**config.mk**
```make
export PLATFORM = sky130hd
export DESIGN_NAME = remote_status_reg
export DESIGN_NICKNAME = d
export VERILOG_FILES = /design/src/rtl/rsr_pkg.sv /design/src/rtl/rsr_change_det.sv /design/src/rtl/rsr_status_bits.sv /design/src/rtl/rsr_irq_gen.sv /design/src/rtl/remote_status_reg.sv
export SDC_FILE = /design/constraint.sdc
export NUM_CORES = 1
export LEC_CHECK = 0
export BUFFER_PORTS_ARGS = -buffer_cell sky130_fd_sc_hd__buf_2
export CELL_PAD_IN_SITES_DETAIL_PLACEMENT = 0
export CELL_PAD_IN_SITES_GLOBAL_PLACEMENT = 1
export CORE_MARGIN = 4
export CORE_UTILIZATION = 33
export CTS_BUF_LIST = sky130_fd_sc_hd__clkbuf_4
export DETAILED_ROUTE_END_ITERATION = 12
export PLACE_DENSITY = 0.91
export SYNTH_ARGS = -nofsm -noshare
export SYNTH_HDL_FRONTEND = slang
export SYNTH_HIERARCHICAL = 1
export SYNTH_SLANG_ARGS = --single-unit
```
**constraint.sdc**
```tcl
create_clock -name clk -period 1.3 [get_ports clk]
set_input_delay 0.065 -clock clk [delete_from_list [all_inputs] [get_ports clk]]
set_output_delay 0.065 -clock clk [all_outputs]
set_load 0.01 [all_outputs]
```
**src/rtl/rsr_pkg.sv**
```systemverilog
package rsr_pkg;
  localparam int DW      = 8;
  localparam int NSRC    = 4;
  // positions within the status word
  localparam int B_OOL   = 0;
  localparam int B_ACT   = 1;
  localparam int B_LOSB  = 2;
  localparam int B_LOSA  = 3;
  localparam int B_CHG   = 4;
  localparam int NIMPL   = NSRC + 1;
  localparam logic [DW-1:0]   STAT_RST = 8'h0D;
  localparam logic [NSRC-1:0] SRC_RST  = STAT_RST[NSRC-1:0];
  localparam logic [NSRC-1:0] RO_MASK  = 4'b0010;
endpackage

```
**src/rtl/rsr_change_det.sv**
```systemverilog
module rsr_change_det #(
  parameter int N = 4,
  parameter logic [N-1:0] PREV_RST = '0
) (
  input  logic         clk,
  input  logic         rst,
  input  logic         hold,
  input  logic [N-1:0] cur,
  output logic         changed
);
  logic [N-1:0] prev_q;

  always_ff @(posedge clk) begin
    if (rst) prev_q <= PREV_RST;
    else     prev_q <= cur;
  end

  always_comb changed = !hold && (cur != prev_q);
endmodule

```
**src/rtl/rsr_status_bits.sv**
```systemverilog
module rsr_status_bits #(
  parameter int DW = 8,
  parameter int N  = 4,
  parameter logic [N-1:0]  RO   = '0,
  parameter logic [DW-1:0] RSTV = '0
) (
  input  logic          clk,
  input  logic          rst,
  input  logic          force_rst,
  input  logic          clr,
  input  logic [N-1:0]  cond,
  input  logic          chg,
  output logic [DW-1:0] status
);
  localparam int CHG_POS = N;

  generate
    for (genvar i = 0; i < N; i++) begin : g_src
      if (RO[i]) begin : g_live
        always_ff @(posedge clk) begin
          if (rst || force_rst) status[i] <= RSTV[i];
          else                  status[i] <= cond[i];
        end
      end else begin : g_sticky
        always_ff @(posedge clk) begin
          if (rst || force_rst) status[i] <= RSTV[i];
          else                  status[i] <= cond[i] | (status[i] & ~clr);
        end
      end
    end

    always_ff @(posedge clk) begin
      if (rst || force_rst) status[CHG_POS] <= RSTV[CHG_POS];
      else                  status[CHG_POS] <= chg | (status[CHG_POS] & ~clr);
    end

    for (genvar j = N + 1; j < DW; j++) begin : g_rsvd
      assign status[j] = 1'b0;
    end
  endgenerate
endmodule

```
**src/rtl/rsr_irq_gen.sv**
```systemverilog
module rsr_irq_gen #(
  parameter int DW    = 8,
  parameter int NIMPL = 5
) (
  input  logic          clk,
  input  logic          rst,
  input  logic          wr,
  input  logic [DW-1:0] wdata,
  input  logic [DW-1:0] status,
  output logic [DW-1:0] enable,
  output logic          irq
);
  logic [NIMPL-1:0] en_q;

  always_ff @(posedge clk) begin
    if (rst)     en_q <= '0;
    else if (wr) en_q <= wdata[NIMPL-1:0];
  end

  always_ff @(posedge clk) begin
    if (rst) irq <= 1'b0;
    else     irq <= |(status[NIMPL-1:0] & en_q);
  end

  always_comb enable = {{(DW-NIMPL){1'b0}}, en_q};
endmodule

```
**src/rtl/remote_status_reg.sv**
```systemverilog
module remote_status_reg
  import rsr_pkg::*;
(
  input  logic          clk,
  input  logic          rst,
  input  logic          local_los,
  input  logic          rem_los_a,
  input  logic          rem_los_b,
  input  logic          rem_act_b,
  input  logic          rem_oolock,
  input  logic          rd_status,
  input  logic          wr_enable,
  input  logic [DW-1:0] wr_data,
  output logic [DW-1:0] status_q,
  output logic [DW-1:0] enable_q,
  output logic          irq
);
  logic [NSRC-1:0] src;
  logic            chg;

  always_comb begin
    src         = '0;
    src[B_LOSA] = rem_los_a;
    src[B_LOSB] = rem_los_b;
    src[B_ACT]  = rem_act_b;
    src[B_OOL]  = rem_oolock;
  end

  rsr_change_det #(.N(NSRC), .PREV_RST(SRC_RST)) u_chg (
    .clk(clk), .rst(rst), .hold(local_los), .cur(src), .changed(chg)
  );

  rsr_status_bits #(.DW(DW), .N(NSRC), .RO(RO_MASK), .RSTV(STAT_RST)) u_bits (
    .clk(clk), .rst(rst), .force_rst(local_los), .clr(rd_status),
    .cond(src), .chg(chg), .status(status_q)
  );

  rsr_irq_gen #(.DW(DW), .NIMPL(NIMPL)) u_irq (
    .clk(clk), .rst(rst), .wr(wr_enable), .wdata(wr_data),
    .status(status_q), .enable(enable_q), .irq(irq)
  );
endmodule

```
==> flow_summary.json <==
{
  "cts_tree": "yes",
  "finClkSkew_ns": 0.00252,
  "wirelength_um": 1160,
  "grt_pass1_vias": 439,
  "via_count": 453,
  "yosysWarnings": 6,
  "synth-seq-cells": 15,
  "die_w_um": 50.0,
  "placed_area_um2": 684,
  "drt_iter0_markers": 4,
  "combPwrFrac": 0.133,
  "diodes": 0,
  "hold_class": "input port to register",
  "yosysSeqAreaShare": 0.516,
  "core_mm2": 0.00158,
  "maxCapViolCount": 0,
  "synth_top_area_frac": 0.516,
  "fill_cells": 163,
  "clkTransAtPathRegs_ns": 0.08,
  "crit_arrival_ns": 1.23,
  "postSynthAreaPerCell_um2": 10.4,
  "antenna_found_initial": 0,
  "yosys_most_used_dff": "dfxtp_1",
  "io_buffers": 24,
  "setup_viol": 0,
  "setup_tns_ns": 0,
  "drt-pass1-iter-count": 4,
  "cts.sinks": 15,
  "drtAntennaViolNets": 0,
  "power_per_cell_area_mw_per_mm2": 1220,
  "total_power_mw": 0.886,
  "cts_made_buffers": 3,
  "clk_path_buf_depth": 2,
  "rows": 14,
  "grt_usage": 0.0981,
  "p_seq_frac": 0.561,
  "start_util": 0.369,
  "layout_worst_path_cycle_share": 0.784,
  "synthTopCellsByCount": "dfxtp_1 (15), buf_4 (7), nor2_1 (6), mux2i_1 (5), xnor2_1 (4)",
  "drv_slew": 0,
  "dp_hpwl_um": 912,
  "design_area_um2": 724,
  "area_growth_pct": 24.5,
  "r2r_cells": 2,
  "layout-drive-gt1-share": 0.366,
  "wl_per_cell_um": 11.8,
  "netlist-cell-type-count": 17,
  "htree_levels": 1,
  "clock_latency_ns": 0.27,
  "via_per_inst": 4.62,
  "power.leakage_nw": 0.357,
  "maxClockFrequency_mhz": 981,
  "ios": 34,
  "ys_async_sr_fraction": 0,
  "power.switching_mw": 0.204,
  "die_h_um": 50.0,
  "criticalPathCategory": "input port to register",
  "post-route-min-period_ns": 1.02,
  "intPower_mw": 0.681,
  "rsz0062_at_grt": "false",
  "post-route-util": 0.460,
  "drc": 0,
  "peakVddDrop_mv": 0.794,
  "overflow": 0,
  "num-nets-final": 100,
  "place_congestion": 0.678,
  "cts_root_buffer": "clkbuf_4",
  "holdWs_ns": 0.0197,
  "end_kind": "register",
  "power.share.clock": 0.306,
  "outcome": "completed",
  "min_path_cells": 2,
  "switching_share": 0.231,
  "yosys.area.top_type": "dfxtp_1",
  "worstPathRequired_ns": 1.51,
  "syn_inst": 56,
  "synth_edf_count": 0,
  "startpoint_type": "input port",
  "grt_pass1_wl_um": 1800,
  "synthesis.area_um2": 582,
  "cp_max_fo": 3,
  "grt_max_degree": 12,
  "synth.most_common_cell": "dfxtp_1",
  "synth_area_leaders": "dfxtp_1 (52%), buf_4 (9.0%), mux2i_1 (8.6%)",
  "die-area_mm2": 0.00250,
  "hold_violations": 0
}
-- worst max-delay path, cell delays in order --
cell	delay [ns]
dlygate4sd3_1	0.54
buf_2	0.14
xnor2_1	0.12
a41oi_1	0.19
inv_1	0.05
a21oi_1	0.11
-- logic make-up after synthesis --
logic type / after synthesis / share of synthesized area
DFF: 15 / 0.516
AOI/OAI and AO/OA: 8 / 0.108
other: 2 / 0.0129
muxes: 5 / 0.0860
and+or+nand+nor: 12 / 0.108
buffers and inverters: 10 / 0.110
xor gates and xnor gates: 4 / 0.0602
-- cells in the final DEF (no fill, tap or decap), drive strengths merged --
master       count
dlygate4sd3      1
inv              3
nor2b            1
nand2b           1
a22oi            1
xnor2            4
clkbuf           4
buf             24
a222oi           1
nor2             6
a21oi            2
mux2i            5
or2              4
dfxtp           15
a211o            3
conb             6
a41oi            1
-- worst paths after layout --
check / startpoint / end / slack [ns]
hold reg to reg: u_bits/status[4] / u_bits/status[4] / 0.49
setup / recovery: rem_los_a / u_bits/status[4] / 0.28
setup reg to reg: u_bits/status[3] / u_irq/irq / 0.37
hold / removal: rem_los_b / u_bits/status[2] / 0.02
-- per-layer routing --
layer / routed length [µm] / up-vias / global-route usage
met5: 0 / - / 0
met4: 38 / 0 / 0.0691
met3: 85 / 4 / 0.0542
met2: 512 / 21 / 0.137
met1: 520 / 203 / 0.111
li1: - / 225 / -
-- per-stage QoR --
step	cells	worst slack (ns)
finish	98	0.281
global placement	93	0.384
detailed placement	93	0.370
CTS	97	0.363
floorplan	60	0.439
global route	98	0.213
-- sequential cells by signal, summed over array words and instances (netlist names) --
register and count:
u_bits/status 5, u_irq/en_q 5, u_chg/prev_q 4, u_irq/irq 1
-- area by class of cell --
| cell class | instances | area (µm²) | share of cell area |
|---|---|---|---|
| sequential | 15 | 300 | 0.415 |
| multi-input combinational | 35 | 233 | 0.321 |
| timing repair buffer | 25 | 130 | 0.180 |
| clock buffer | 4 | 30.0 | 0.0415 |
| tap | 16 | 20.0 | 0.0276 |
| inverter | 3 | 11.3 | 0.0155 |
-- power by group through the flow --
stage / Clock [mW] / Sequential (mW) / Combinational [mW]
6_report: 0.271 / 0.497 / 0.118
2_1_floorplan: 0 / 0.515 / 0.0704
3_3_place_gp: 0 / 0.508 / 0.113
5_1_grt: 0.315 / 0.501 / 0.130
4_1_cts: 0.286 / 0.498 / 0.116
3_5_place_dp: 0 / 0.508 / 0.115
-- what timing repair did --
action | 4_1_cts | 5_1_grt
hold buffers | 0 | 1
endpoints found under the hold margin | 0 | 1
buffers inserted | 0 | 0
gates resized for setup | 0 | 0
Note: power is estimated with default switching activity, not from simulation.
